$ cat config.mk
export PLATFORM = sky130hd
export DESIGN_NAME = fpls_lane
export DESIGN_NICKNAME = d
export VERILOG_FILES = /design/src/rtl/fpls_lane.sv
export SDC_FILE = /design/constraint.sdc
export NUM_CORES = 1
export LEC_CHECK = 0
export BUFFER_PORTS_ARGS = -buffer_cell sky130_fd_sc_hd__buf_4
export CAP_MARGIN = 25
export CORE_MARGIN = 2
export CORE_UTILIZATION = 30
export CTS_CLUSTER_DIAMETER = 150
export CTS_CLUSTER_SIZE = 28
export DETAILED_ROUTE_END_ITERATION = 10
export GPL_ROUTABILITY_DRIVEN = 1
export GPL_TIMING_DRIVEN = 1
export SLEW_MARGIN = 40
export SYNTH_ARGS = -nofsm -noshare
export SYNTH_HDL_FRONTEND = slang
export SYNTH_SLANG_ARGS = --single-unit
$ cat constraint.sdc
create_clock -name clk -period 3.35 [get_ports clk]
set_input_delay 0.8375 -clock clk [delete_from_list [all_inputs] [get_ports clk]]
set_output_delay 0.8375 -clock clk [all_outputs]
set_load 0.1 [all_outputs]
$ cat src/rtl/fpls_lane.sv
module fpls_lane #(
  parameter int DW   = 32,
  parameter int NREG = 16,
  localparam int AW  = $clog2(NREG)
) (
  input  logic          clk,
  input  logic          rst_n,
  input  logic          iss_valid,
  input  logic [2:0]    iss_op,
  input  logic [AW-1:0] iss_src,
  input  logic [AW-1:0] iss_dst,
  input  logic [DW-1:0] ld_data,
  output logic          st_valid,
  output logic [DW-1:0] st_data,
  output logic          fwd_ex_valid,
  output logic [AW-1:0] fwd_ex_idx,
  output logic [DW-1:0] fwd_ex_data,
  output logic          fwd_ma_valid,
  output logic [AW-1:0] fwd_ma_idx,
  output logic [DW-1:0] fwd_ma_data
);
  localparam logic [2:0] OP_MOV = 3'd0, OP_LD = 3'd1, OP_ST = 3'd2,
                         OP_ABS = 3'd3, OP_NEG = 3'd4;

  logic [DW-1:0] rf [NREG];

  logic          ex_valid;
  logic [2:0]    ex_op;
  logic [AW-1:0] ex_dst;
  logic [DW-1:0] ex_opnd;
  logic [DW-1:0] ex_res;
  logic          ex_wr;

  logic          ma_valid, ma_load;
  logic [AW-1:0] ma_dst;
  logic [DW-1:0] ma_data;

  logic          wb_valid;
  logic [AW-1:0] wb_dst;
  logic [DW-1:0] wb_data;

  logic          hit_ex, hit_ma;
  logic [DW-1:0] opnd;

  assign hit_ex = fwd_ex_valid && (fwd_ex_idx == iss_src);
  assign hit_ma = fwd_ma_valid && (fwd_ma_idx == iss_src);
  assign opnd   = hit_ex ? fwd_ex_data : hit_ma ? fwd_ma_data : rf[iss_src];

  always_ff @(posedge clk) begin
    if (!rst_n) begin
      ex_valid <= 1'b0;
      ex_op    <= OP_MOV;
      ex_dst   <= '0;
      ex_opnd  <= '0;
    end else begin
      ex_valid <= iss_valid && (iss_op <= OP_NEG);
      ex_op    <= iss_op;
      ex_dst   <= iss_dst;
      ex_opnd  <= opnd;
    end
  end

  always_comb begin
    ex_res = ex_opnd;
    case (ex_op)
      OP_ABS:  ex_res = {1'b0, ex_opnd[DW-2:0]};
      OP_NEG:  ex_res = {~ex_opnd[DW-1], ex_opnd[DW-2:0]};
      default: ex_res = ex_opnd;
    endcase
  end

  assign ex_wr        = ex_valid && (ex_op != OP_ST);
  assign st_valid     = ex_valid && (ex_op == OP_ST);
  assign st_data      = ex_opnd;
  assign fwd_ex_valid = ex_wr && (ex_op != OP_LD);
  assign fwd_ex_idx   = ex_dst;
  assign fwd_ex_data  = ex_res;

  always_ff @(posedge clk) begin
    if (!rst_n) begin
      ma_valid <= 1'b0;
      ma_load  <= 1'b0;
      ma_dst   <= '0;
      ma_data  <= '0;
    end else begin
      ma_valid <= ex_wr;
      ma_load  <= ex_op == OP_LD;
      ma_dst   <= ex_dst;
      ma_data  <= ex_res;
    end
  end

  assign fwd_ma_valid = ma_valid;
  assign fwd_ma_idx   = ma_dst;
  assign fwd_ma_data  = ma_load ? ld_data : ma_data;

  always_ff @(posedge clk) begin
    if (!rst_n) begin
      wb_valid <= 1'b0;
      wb_dst   <= '0;
      wb_data  <= '0;
    end else begin
      wb_valid <= ma_valid;
      wb_dst   <= ma_dst;
      wb_data  <= fwd_ma_data;
    end
  end

  always_ff @(negedge clk) begin
    if (wb_valid) rf[wb_dst] <= wb_data;
  end
endmodule


==> tab_implementation.tex, run 1 <==
\begin{tabular}{lr}
\hline
Metric & Value \\
\hline
\multicolumn{2}{l}{\textbf{Run status}} \\
\quad Status & complete, no violations \\
\multicolumn{2}{l}{\textbf{Synth}} \\
\quad EDFF count, synth & approximately 510 \\
\quad Library cells used by synthesis & about 40 \\
\quad Portion of the post-synthesis area used by sequential elements & 73.9\% \\
\quad Number of flip-flops and latches in the synthesized netlist & 627 \\
\quad Share of flip-flops with an asynchronous set or reset & 0\% \\
\quad Cells after Synth & 1,252 \\
\quad Post-Synthesis Mean Instance Area & between 15 and 20 um\^{}2 \\
\quad Synthesized cell area & 23,900 um\^{}2 \\
\quad Net count of the mapped netlist & around 1,300 \\
\quad Synthesis Warnings & 0 \\
\quad Main synth FF type & sky130\_fd\_sc\_hd\_\_edfxtp\_1 \\
\multicolumn{2}{l}{\textbf{Detailed routing}} \\
\quad Total Routed Length & roughly 56,000 um \\
\quad Via density per instance & between 4 and 5 \\
\quad Total vias in the final route & $\sim$14,000 \\
\quad Pre-antenna DRT Iters & 5 \\
\quad Number of nets still failing antenna checks after routing & 0 \\
\quad First-iteration detailed-routing DRC count & 1,030 \\
\quad Residual DRC count & 0 \\
\quad Average detailed-routed wire length per instance & $\sim$19 um \\
\multicolumn{2}{l}{\textbf{Setup path}} \\
\quad Arrival @ worst endpoint & around 2.0 ns \\
\quad Crit-path max FO & 23 \\
\quad CP Cell Sequence & or3b\_4 -> nor3\_4 -> buf\_12 \\
\quad Worst Path Class, Setup & register to register \\
\quad Worst Path Required & 2.01 ns \\
\quad Buffers and inverters on the worst path & 1 \\
\quad Endpoint type of the worst setup path & register \\
\quad Kind of launch point of the worst setup path & register \\
\quad Slowest cell on the critical path & sky130\_fd\_sc\_hd\_\_or3b\_4 \\
\quad Cell type group with the largest total delay on the critical path & simple AND/OR/NAND/NOR gates \\
\quad Worst stage delay on the critical path & roughly 0.45 ns \\
\multicolumn{2}{l}{\textbf{Hold path}} \\
\quad Type of the worst min-delay path & input port to register \\
\multicolumn{2}{l}{\textbf{STA}} \\
\quad Max-slew violations & 0 \\
\quad Final Setup Violations & 0 \\
\quad Setup repair after global routing missed its margin & yes \\
\quad Slew at the pin closest to its max-slew limit & $\sim$0.59 ns \\
\quad Smallest hold slack & about 0.41 ns \\
\quad Number of hold violations in the final report & 0 \\
\quad Max\_slew headroom & about three fifths \\
\quad Layout Skew & $\sim$0.063 ns \\
\multicolumn{2}{l}{\textbf{Final layout}} \\
\quad \# nets final & 1,963 \\
\quad Filler cells & approximately 7,400 \\
\quad Diode insertion count for antenna repair & 0 \\
\quad Area Growth Syn to Fin & 23.9\% \\
\quad Utilization after layout & a little under two fifths \\
\quad Share of layout cells above drive strength 1 & between 20 and 25\% \\
\multicolumn{2}{l}{\textbf{Floorplanning}} \\
\quad Num rows & $\sim$100 \\
\quad Count of boundary I/O pins & between 150 and 200 \\
\quad Core footprint & 79,000 um\^{}2 \\
\quad Total Die Area & 82,000 um\^{}2 \\
\quad Die span in y & approximately 290 um \\
\quad Starting density of the core & 30.3\% \\
\quad Chip Width & 286 um \\
\multicolumn{2}{l}{\textbf{Power and ir drop}} \\
\quad Power Density & between 500 and 600 nW/um\^{}2 \\
\quad Maximum ir drop on the vdd rail & approximately 0.37 mV \\
\quad Total power & roughly 17 mW \\
\quad Leakage power & between 10 and 15 nW \\
\multicolumn{2}{l}{\textbf{Global route}} \\
\quad Maximum number of pins on one net before global-route repair & 65 \\
\quad Global Route Usage Sum & between 10\% and 20\% \\
\quad Antenna violations before repair & 0 \\
\quad GR Overflow Total & 0 \\
\quad Vias in the first global route & 13,900 \\
\quad Global-route wire length before repair & between 80,000 and 90,000 um \\
\multicolumn{2}{l}{\textbf{Clock network}} \\
\quad Number of CTS-inserted buffers & 27 \\
\quad Clk root buf & sky130\_fd\_sc\_hd\_\_clkbuf\_16 \\
\quad Total number of H-tree levels & 1 \\
\quad Clk sink count & between 600 and 700 \\
\quad Post-CTS Hold Buffers & 0 \\
\quad Setup Fix Bufs, Post-CTS & 0 \\
\quad Maximum clock path buffer count & 3 \\
\quad Clock tree from TritonCTS & yes \\
\quad Clk slew on worst S/H paths & roughly 0.12 ns \\
\quad Clock insertion delay at the later pin of the skew report & about 0.67 ns \\
\multicolumn{2}{l}{\textbf{Flow run}} \\
\quad Reported max-cap violation count & 0 \\
\multicolumn{2}{l}{\textbf{Place}} \\
\quad HPWL after detailed placement & $\sim$33,000 um \\
\quad Routability congestion estimate from global placement & 0.733 \\
\quad Number of buffers added on ports & about 150 \\
\hline
\end{tabular}
## logic make-up after synthesis
logic type | Yosys count | share of synthesized area (%)
AO/OA/AOI/OAI | 130 | 3.59
XOR/XNOR | 9 | 0.361
buffers and inverters | 103 | 3.06
flip-flops | 627 | 73.9
multiplexers | 164 | 14.4
AND/OR/NAND/NOR | 219 | 4.63
## state kept, by name, summed over array words and instances (netlist names)
| signal | cells |
|---|---|
| rf | 512 |
| ma_data | 32 |
| st_data | 32 |
| wb_data | 32 |
| fwd_ex_idx | 4 |
| fwd_ma_idx | 4 |
| wb_dst | 4 |
| ex_op | 3 |
| ex_valid | 1 |
| fwd_ma_valid | 1 |
| ma_load | 1 |
| wb_valid | 1 |
## stage by stage
step                      worst slack (ns)  cells  TNS, ns  instance area, um^2
after detailed placement           -0.0476   2427  -0.0476                26800
after global routing               -0.0259   2986   -0.180                29600
after global placement             -0.0668   2427  -0.0668                26800
after floorplan                     -0.366   1252   -72.75                24100
after CTS                           0.0316   2986        0                29600
final                               0.0568   2986        0                29600
## cells in the final DEF, fill, tap and decap left out, drive strengths merged
cell,Yosys,routed
mux2i,3,3
bufinv,0,3
clkinvlp,0,1
mux2,33,33
nor2,16,16
inv,1,515
xnor2,2,2
mux4,128,128
nor2b,5,5
and3,3,3
nand2,97,97
a31oi,30,30
nor4bb,1,1
and2,83,83
nor3,5,5
nand3,2,2
o31ai,1,1
o21a,1,1
a21oi,3,3
edfxtp,512,512
clkbuf,32,37
dfxtp,115,115
nor4,1,1
xor2,7,7
clkinv,0,4
nand3b,3,3
a22oi,60,60
o211ai,1,1
o21ai,31,31
a2111oi,1,1
o211a,1,1
nand2b,2,2
or3b,1,1
buf,70,227
o2111ai,1,1
## layer usage
metal / GRT usage (%) / vias up / part of all wire [%]
met1: 17.4 / 6995 / 42
met3: 1.80 / 41 / 4.6
met4: 2.98 / 0 / 1.3
met5: 0 / - / 0
li1: - / 6250 / -
met2: 24.5 / 299 / 52
## timing repair
| item | CTS | global route |
|---|---|---|
| gates resized for setup | 2 | 2 |
| pin swaps | 0 | 1 |
| endpoints found under the setup margin | 1 | 15 |
## layout make-up
type                       instances  area, um^2  area share [%]
clock buffer                      37         733            2.48
clock inverter                   523        2110            7.13
multi-input combinational        522        5660            19.1
sequential                       627       17700            59.7
tap                             1050        1310            4.44
timing repair buffer             227        2110            7.12
## worst paths after layout
| kind | slack (ns) | depth (start not counted) | from | endpoint |
|---|---|---|---|---|
| hold reg to reg | 0.46 | 2 | ex_valid | fwd_ma_valid |
| setup / recovery | 0.06 | 3 | wb_valid | rf[0][21] |
| setup reg to reg | 0.06 | 3 | wb_valid | rf[0][21] |
| hold / removal | 0.41 | 2 | iss_dst[3] | fwd_ex_idx[3] |
## power breakdown
| group | switching (mW) | total, mW | internal (mW) |
|---|---|---|---|
| logic | 1.05 | 1.48 | 0.424 |
| clock network | 3.93 | 6.56 | 2.63 |
| registers | 0.116 | 8.63 | 8.51 |
## synth_stat cells (30+ instances only)
library cell / number / area [um^2]
sky130_fd_sc_hd__edfxtp_1: 512 / 15400
sky130_fd_sc_hd__dfxtp_1: 115 / 2300
sky130_fd_sc_hd__nand2_1: 96 / 360
sky130_fd_sc_hd__mux4_2: 85 / 1910
sky130_fd_sc_hd__and2_1: 83 / 519
sky130_fd_sc_hd__a22oi_1: 60 / 450
sky130_fd_sc_hd__mux4_1: 43 / 1130
sky130_fd_sc_hd__buf_4: 32 / 240
sky130_fd_sc_hd__mux2_2: 32 / 360
sky130_fd_sc_hd__clkbuf_1: 31 / 116
sky130_fd_sc_hd__o21ai_0: 31 / 155
sky130_fd_sc_hd__a31oi_1: 30 / 188
Power figures use the tool's default switching activity.
==> inputs of run 2 (changes only) <==
- CTS_BUF_LIST: not set -> sky130_fd_sc_hd__clkbuf_4
==> run 2 against run 1 <==
Net effect: the run now ends with setup timing left; sequential cell count is the same; global-route usage grew 0.28 points; power shrank 7.1%; clock power shrank 18%; critical path depth grew 2; combinational power is essentially flat; clock-buffer cell count shrank 2; critical path type unchanged.
==> tab_implementation.tex, run 2 (synthesis results as in run 1) <==
\begin{tabular}{lr}
\hline
Metric & Value \\
\hline
\multicolumn{2}{l}{\textbf{Clock network}} \\
\quad Clk slew on worst S/H paths & 0.31 ns (+0.19 ns) \\
\quad Clock tree from TritonCTS & yes \\
\quad Clk root buf & sky130\_fd\_sc\_hd\_\_clkbuf\_4 \\
\quad Maximum clock path buffer count & 3 (unchanged) \\
\quad Clock insertion delay at the later pin of the skew report & 0.96 ns (+0.29 ns) \\
\quad Clk sink count & 627 (unchanged) \\
\quad Total number of H-tree levels & 1 (unchanged) \\
\quad Number of CTS-inserted buffers & 27 (unchanged) \\
\multicolumn{2}{l}{\textbf{Hold path}} \\
\quad Number of cells on the worst hold path & 3 (+1) \\
\quad Capture endpoint of the worst hold path & wb\_data[24] \\
\quad Type of the worst min-delay path & input port to register \\
\quad Hold path startpoint & ld\_data[24] \\
\multicolumn{2}{l}{\textbf{Detailed routing}} \\
\quad Total Routed Length & 61,400 um (+9.3\%) \\
\quad Number of nets still failing antenna checks after routing & 0 (unchanged) \\
\quad Total vias in the final route & 14,200 (+4.2\%) \\
\quad Residual DRC count & 0 (unchanged) \\
\quad Average detailed-routed wire length per instance & 20.1 um (+7.0\%) \\
\quad First-iteration detailed-routing DRC count & 1,129 (+9.6\%) \\
\quad Via density per instance & 4.64 (+1.9\%) \\
\quad Pre-antenna DRT Iters & 5 (unchanged) \\
\multicolumn{2}{l}{\textbf{Final layout}} \\
\quad Max reg flops & 512 (unchanged) \\
\quad Final non-filler cell area & 30,400 um\^{}2 (+2.6\%) \\
\quad Final standard cell count with taps included and fillers excluded & 3,052 (+2.2\%) \\
\quad Register containing the most flip-flops in the final layout & rf \\
\quad Utilization after layout & 38.5\% (+0.99 points) \\
\quad \# nets final & 2,026 (+3.2\%) \\
\quad Share of layout cells above drive strength 1 & 24.0\% (+2.5 points) \\
\quad Top library cells by usage in the layout, fill and taps aside & 512 x sky130\_fd\_sc\_hd\_\_inv\_1, 512 x sky130\_fd\_sc\_hd\_\_edfxtp\_1, 186 x sky130\_fd\_sc\_hd\_\_buf\_4 \\
\quad Area Growth Syn to Fin & 27.1\% \\
\multicolumn{2}{l}{\textbf{Floorplanning}} \\
\quad Die span in y & 286 um (unchanged) \\
\quad Core footprint & 79,000 um\^{}2 (unchanged) \\
\quad Num rows & 103 (unchanged) \\
\quad Starting density of the core & 30.3\% (unchanged) \\
\quad Chip Width & 286 um (unchanged) \\
\quad Total Die Area & 82,000 um\^{}2 (unchanged) \\
\quad Count of boundary I/O pins & 153 (unchanged) \\
\multicolumn{2}{l}{\textbf{STA}} \\
\quad Final Setup Violations & 208 (+208) \\
\quad Number of hold violations in the final report & 0 (unchanged) \\
\quad Post-route worst setup slack & -0.188 ns (-0.245 ns) \\
\quad Layout Skew & 0.140 ns (+0.0770 ns) \\
\quad Slew at the pin closest to its max-slew limit & 0.605 ns (+0.0102 ns) \\
\quad Smallest hold slack & 0.233 ns (-0.175 ns) \\
\quad Max-slew violations & 0 (unchanged) \\
\quad Max\_slew headroom & 59.7\% (-0.63 points) \\
\quad Setup repair after global routing missed its margin & yes \\
\multicolumn{2}{l}{\textbf{Power and ir drop}} \\
\quad Leakage power & 12.4 nW (+2.8\%) \\
\quad Power Density & 509 nW/um\^{}2 (-9.5\%) \\
\quad Maximum ir drop on the vdd rail & 0.237 mV (-36\%) \\
\multicolumn{2}{l}{\textbf{Place}} \\
\quad HPWL after detailed placement & 33,300 um (unchanged) \\
\quad Placed cell count & 2,427 (unchanged) \\
\quad Post-place setup slack & -0.0476 ns (unchanged) \\
\quad Instance area at placement & 26,800 um\^{}2 (unchanged) \\
\quad Number of buffers added on ports & 152 (unchanged) \\
\quad Routability congestion estimate from global placement & 0.733 (unchanged) \\
\multicolumn{2}{l}{\textbf{Setup path}} \\
\quad Register-to-register path setup slack & -0.19 ns (-0.24 ns) \\
\quad Buffers and inverters on the worst path & 3 (+2) \\
\quad Endpoint type of the worst setup path & register \\
\quad Slowest cell on the critical path & sky130\_fd\_sc\_hd\_\_or3b\_4 \\
\quad CP dominant cell by count & sky130\_fd\_sc\_hd\_\_buf\_12 \\
\quad Cell type group with the largest total delay on the critical path & simple AND/OR/NAND/NOR gates \\
\quad CP Cell Sequence & or3b\_4 -> nor2\_4 -> buf\_12 -> buf\_12 -> clkbuf\_16 \\
\quad Worst Path Class, Setup & register to register \\
\quad Worst stage delay on the critical path & 0.46 ns (about the same) \\
\quad Start of the worst register-to-register path & wb\_valid \\
\quad Arrival @ worst endpoint & 2.48 ns (+0.52 ns) \\
\quad Reg2Reg Depth & 5 (+2) \\
\quad Kind of launch point of the worst setup path & register \\
\quad Worst Path Required & 2.29 ns (+0.28 ns) \\
\quad Crit-path max FO & 5 (-78\%) \\
\quad R2R Path End & rf[1][27] \\
\multicolumn{2}{l}{\textbf{Global route}} \\
\quad Maximum number of pins on one net before global-route repair & 65 (unchanged) \\
\quad GR Overflow Total & 0 (unchanged) \\
\quad Antenna violations before repair & 2 (+2) \\
\quad Global Route Usage Sum & 13.8\% (+0.28 points) \\
\quad Global-route wire length before repair & 85,900 um (+1.6\%) \\
\quad Vias in the first global route & 14,100 (+0.84\%) \\
\multicolumn{2}{l}{\textbf{Run status}} \\
\quad Violations in the final reports & setup timing \\
\quad Status & complete, but fails checks \\
\multicolumn{2}{l}{\textbf{Flow run}} \\
\quad Reported max-cap violation count & 0 (unchanged) \\
\hline
\end{tabular}
## run 2: changes by cell type in the layout (fill, tap and decap cells not counted), sizes merged
cell,before,now
diode,0,3
dlygate4sd3,0,8
buf,227,264
inv,515,516
clkbuf,37,53
clkinvlp,1,2
## run 2: repair_timing
item,4_1_cts,5_1_grt
pin swaps,3,7
hold buffers,8,0
endpoints found under the setup margin,141,234
gates cloned,7,21
gates resized for setup,20,27
endpoints found under the hold margin,8,0
buffers inserted,8,22
## run 2: layout make-up
class,count,area [um^2]
fill,7325,48600
timing repair buffer,290,3350
multi-input combinational,522,5670
clock buffer,35,263
clock inverter,525,2110
tap,1050,1310
antenna,3,7.51
sequential,627,17700
## run 2: through the flow
stage | setup TNS [ns] | power, mW
floorplan | -72.75 | 10.8
global placement | -0.0668 | 11.1
detailed placement | -0.0476 | 11.2
CTS | -5.18 | 15.6
global route | -25.28 | 16.5
finish | -11.53 | 15.5
## run 2: per-layer routing
layer	global-route usage, %	part of all wire, %
met1	18.0	43
met2	24.7	51
met3	1.73	5.0
met4	3.06	1.4
met5	0	0
## run 2: power by group
part	switching (mW)	internal (mW)	total, mW
Combinational	1.06	0.435	1.49
Sequential	0.118	8.47	8.59
Clock	3.82	1.59	5.41
Total	4.99	10.5	15.5
## run 2: worst max-delay path by stage
stage | start | to | slack [ns] | depth (start not counted)
final | wb_valid | rf[1][27] | -0.19 | 5
after global routing | wb_valid | rf[1][28] | -0.21 | 5
after detailed placement | rf[10][18] | st_data[18] | -0.05 | 4
after CTS | wb_valid | rf[0][22] | -0.1 | 4
after global placement | rf[10][18] | st_data[18] | -0.07 | 4
after floorplan | wb_dst[3] | rf[0][0] | -0.37 | 2
## run 2: worst register-to-register path: stages (launching register included)
cell and delay (ns):
sky130_fd_sc_hd__dfxtp_2 0.43, sky130_fd_sc_hd__or3b_4 0.46, sky130_fd_sc_hd__nor2_4 0.19, sky130_fd_sc_hd__buf_12 0.15, sky130_fd_sc_hd__buf_12 0.13, sky130_fd_sc_hd__clkbuf_16 0.16
==> inputs of run 3 (changes only) <==
- MAX_ROUTING_LAYER: not set -> met4
- REMOVE_ABC_BUFFERS: not set -> 1
==> run 3 against run 2 <==
Net effect: the flow still finishes with violations (setup timing); setup slack got worse by 0.0082 ns; critical endpoint is now rf[7][15]; first-iteration DRC count decreased by 7.0%; sequential share of layout area increased by 0.30 points.
==> tab_implementation.tex, run 3 (synthesis results as in run 1) <==
\begin{tabular}{lr}
\hline
Metric & Value \\
\hline
\multicolumn{2}{l}{\textbf{Power and ir drop}} \\
\quad Fraction of power spent switching nets & 32.5\% (+0.26 points) \\
\quad Switching power summed over all nets & 4.94 mW (-1.0\%) \\
\quad Internal power & 10.3 mW (-2.2\%) \\
\quad Seq pwr share & 56.5\% (+1.1 points) \\
\quad Power Density & 503 nW/um\^{}2 (-1.3\%) \\
\quad Maximum ir drop on the vdd rail & 0.256 mV (+8.0\%) \\
\quad Combinational share of power & 9.8\% (+0.2 points) \\
\quad Leakage power & 12.3 nW (-0.49\%) \\
\quad Clock Power Share & 33.7\% (-1.2 points) \\
\multicolumn{2}{l}{\textbf{STA}} \\
\quad Number of hold violations in the final report & 0 (unchanged) \\
\quad Post-route worst setup slack & -0.196 ns (-0.00821 ns) \\
\quad Setup repair after global routing missed its margin & yes \\
\quad Slew at the pin closest to its max-slew limit & 0.657 ns (+0.0529 ns) \\
\quad Smallest hold slack & 0.0883 ns (-0.145 ns) \\
\quad Max-slew violations & 0 (unchanged) \\
\quad Final Setup Violations & 407 (+96\%) \\
\quad Layout Skew & 0.143 ns (+0.00256 ns) \\
\quad Total negative slack & -30.39 ns (-18.85 ns) \\
\quad Max\_slew headroom & 56.2\% (-3.5 points) \\
\multicolumn{2}{l}{\textbf{Clock network}} \\
\quad Clock insertion delay at the later pin of the skew report & 0.95 ns (about the same) \\
\quad Number of CTS-inserted buffers & 26 (-3.7\%) \\
\quad Total number of H-tree levels & 1 (unchanged) \\
\quad Maximum clock path buffer count & 3 (unchanged) \\
\quad Post-CTS Hold Buffers & 0 (-8) \\
\quad Clk sink count & 627 (unchanged) \\
\quad Clock tree from TritonCTS & yes \\
\quad Clk slew on worst S/H paths & 0.32 ns (about the same) \\
\quad Clk root buf & sky130\_fd\_sc\_hd\_\_clkbuf\_4 \\
\multicolumn{2}{l}{\textbf{Final layout}} \\
\quad Register containing the most flip-flops in the final layout & rf \\
\quad Area Growth Syn to Fin & 26.5\% \\
\quad \# nets final & 2,016 (-0.49\%) \\
\quad Share of layout cells above drive strength 1 & 23.7\% (-0.25 points) \\
\quad Max reg flops & 512 (unchanged) \\
\quad Final non-filler cell area & 30,200 um\^{}2 (-0.54\%) \\
\quad Top library cells by usage in the layout, fill and taps aside & 512 x sky130\_fd\_sc\_hd\_\_inv\_1, 512 x sky130\_fd\_sc\_hd\_\_edfxtp\_1, 180 x sky130\_fd\_sc\_hd\_\_buf\_4 \\
\multicolumn{2}{l}{\textbf{Detailed routing}} \\
\quad Total vias in the final route & 14,200 (+0.19\%) \\
\quad First-iteration detailed-routing DRC count & 1,050 (-7.0\%) \\
\quad Residual DRC count & 0 (unchanged) \\
\quad Total Routed Length & 63,100 um (+2.7\%) \\
\quad Pre-antenna DRT Iters & 5 (unchanged) \\
\quad Average detailed-routed wire length per instance & 20.8 um (+3.1\%) \\
\quad Number of nets still failing antenna checks after routing & 0 (unchanged) \\
\quad Via density per instance & 4.67 (+0.59\%) \\
\multicolumn{2}{l}{\textbf{Global route}} \\
\quad GR Overflow Total & 0 (unchanged) \\
\quad Antenna violations before repair & 3 (+1) \\
\quad Vias in the first global route & 14,400 (+2.1\%) \\
\quad Global-route wire length before repair & 86,900 um (+1.1\%) \\
\quad Maximum number of pins on one net before global-route repair & 48 (-26\%) \\
\quad Global Route Usage Sum & 14.5\% (+0.66 points) \\
\multicolumn{2}{l}{\textbf{Setup path}} \\
\quad Kind of launch point of the worst setup path & register \\
\quad Crit-path max FO & 7 (+2) \\
\quad Arrival @ worst endpoint & 2.42 ns (-0.06 ns) \\
\quad Worst Path Required & 2.22 ns (-0.07 ns) \\
\quad Worst Path Class, Setup & register to register \\
\quad Endpoint type of the worst setup path & register \\
\multicolumn{2}{l}{\textbf{Place}} \\
\quad Routability congestion estimate from global placement & 0.728 (-0.67\%) \\
\quad Number of buffers added on ports & 152 (unchanged) \\
\quad Instance area at placement & 26,700 um\^{}2 (about the same) \\
\quad HPWL after detailed placement & 34,900 um (+5.0\%) \\
\multicolumn{2}{l}{\textbf{Flow run}} \\
\quad Reported max-cap violation count & 0 (unchanged) \\
\multicolumn{2}{l}{\textbf{Floorplanning}} \\
\quad Chip Width & 286 um (unchanged) \\
\quad Core footprint & 79,000 um\^{}2 (unchanged) \\
\quad Count of boundary I/O pins & 153 (unchanged) \\
\quad Total Die Area & 82,000 um\^{}2 (unchanged) \\
\quad Starting density of the core & 30.3\% (unchanged) \\
\quad Die span in y & 286 um (unchanged) \\
\quad Num rows & 103 (unchanged) \\
\multicolumn{2}{l}{\textbf{Run status}} \\
\quad Status & complete, but fails checks \\
\quad Violations in the final reports & setup timing \\
\multicolumn{2}{l}{\textbf{Hold path}} \\
\quad Type of the worst min-delay path & input port to register \\
\hline
\end{tabular}
run 3: changes by cell type in the layout (fill, tap and decap cells not counted), sizes merged:
cell,delta
buf,-7
dlygate4sd3,-8
clkbuf,+5
bufinv,-2
diode,+1
inv,-1
run 3: power by group through the flow:
stage               Combinational [mW]  Clock (mW)  Sequential [mW]
floorplan                        0.552       0.905             9.19
global placement                  1.48       0.905             8.76
detailed placement                1.49       0.905             8.77
CTS                               1.49        5.27             8.60
global route                      1.55        6.03             8.62
finish                            1.48        5.12             8.59
run 3: final timing paths:
| check | from | to | slack [ns] | depth (start not counted) |
|---|---|---|---|---|
| hold / removal | iss_dst[0] | fwd_ex_idx[0] | 0.09 | 2 |
| setup reg to reg | wb_dst[2] | rf[7][15] | -0.20 | 7 |
| hold reg to reg | ex_valid | fwd_ma_valid | 0.49 | 2 |
| setup / recovery | wb_dst[2] | rf[7][15] | -0.20 | 7 |
run 3: area by class of cell:
class | instances | area [um^2]
diodes | 4 | 10.0
clock buffers | 34 | 255
clock inverters | 522 | 2000
fillers | 7344 | 48800
multi-input cells | 522 | 5670
flip-flops and latches | 627 | 17700
well taps | 1050 | 1310
repair buffers | 281 | 3300
run 3: layer usage:
layer	wire (um)	global-route usage, %
met3	3820	2.52
met5	0	-
met1	26300	17.9
met2	31500	24.6
met4	1480	4.06
run 3: timing repair:
item	CTS	global route
buffers inserted	11	14
pin swaps	4	9
resized for setup	30	37
cloned	6	26
setup endpoints to repair	213	269
run 3: worst max-delay path: stages, from the launching register on:
cell and delay [ns]:
sky130_fd_sc_hd__dfxtp_2 0.42, sky130_fd_sc_hd__buf_6 0.10, sky130_fd_sc_hd__buf_4 0.12, sky130_fd_sc_hd__nand3b_1 0.15
sky130_fd_sc_hd__buf_6 0.18, sky130_fd_sc_hd__nor2_4 0.18, sky130_fd_sc_hd__buf_6 0.16, sky130_fd_sc_hd__clkbuf_16 0.16
run 3: through the flow:
| stage | power [mW] | util (%) | setup WS [ns] | cells |
|---|---|---|---|---|
| floorplan | 10.7 | - | -1.83 | 1150 |
| CTS | 15.4 | 37.2 | -0.0940 | 2999 |
| finish | 15.2 | 38.3 | -0.196 | 3040 |
| detailed placement | 11.2 | 33.9 | 0.0138 | 2428 |
| global route | 16.2 | 38.3 | -0.198 | 3039 |
| global placement | 11.1 | 33.9 | 0.0117 | 2428 |
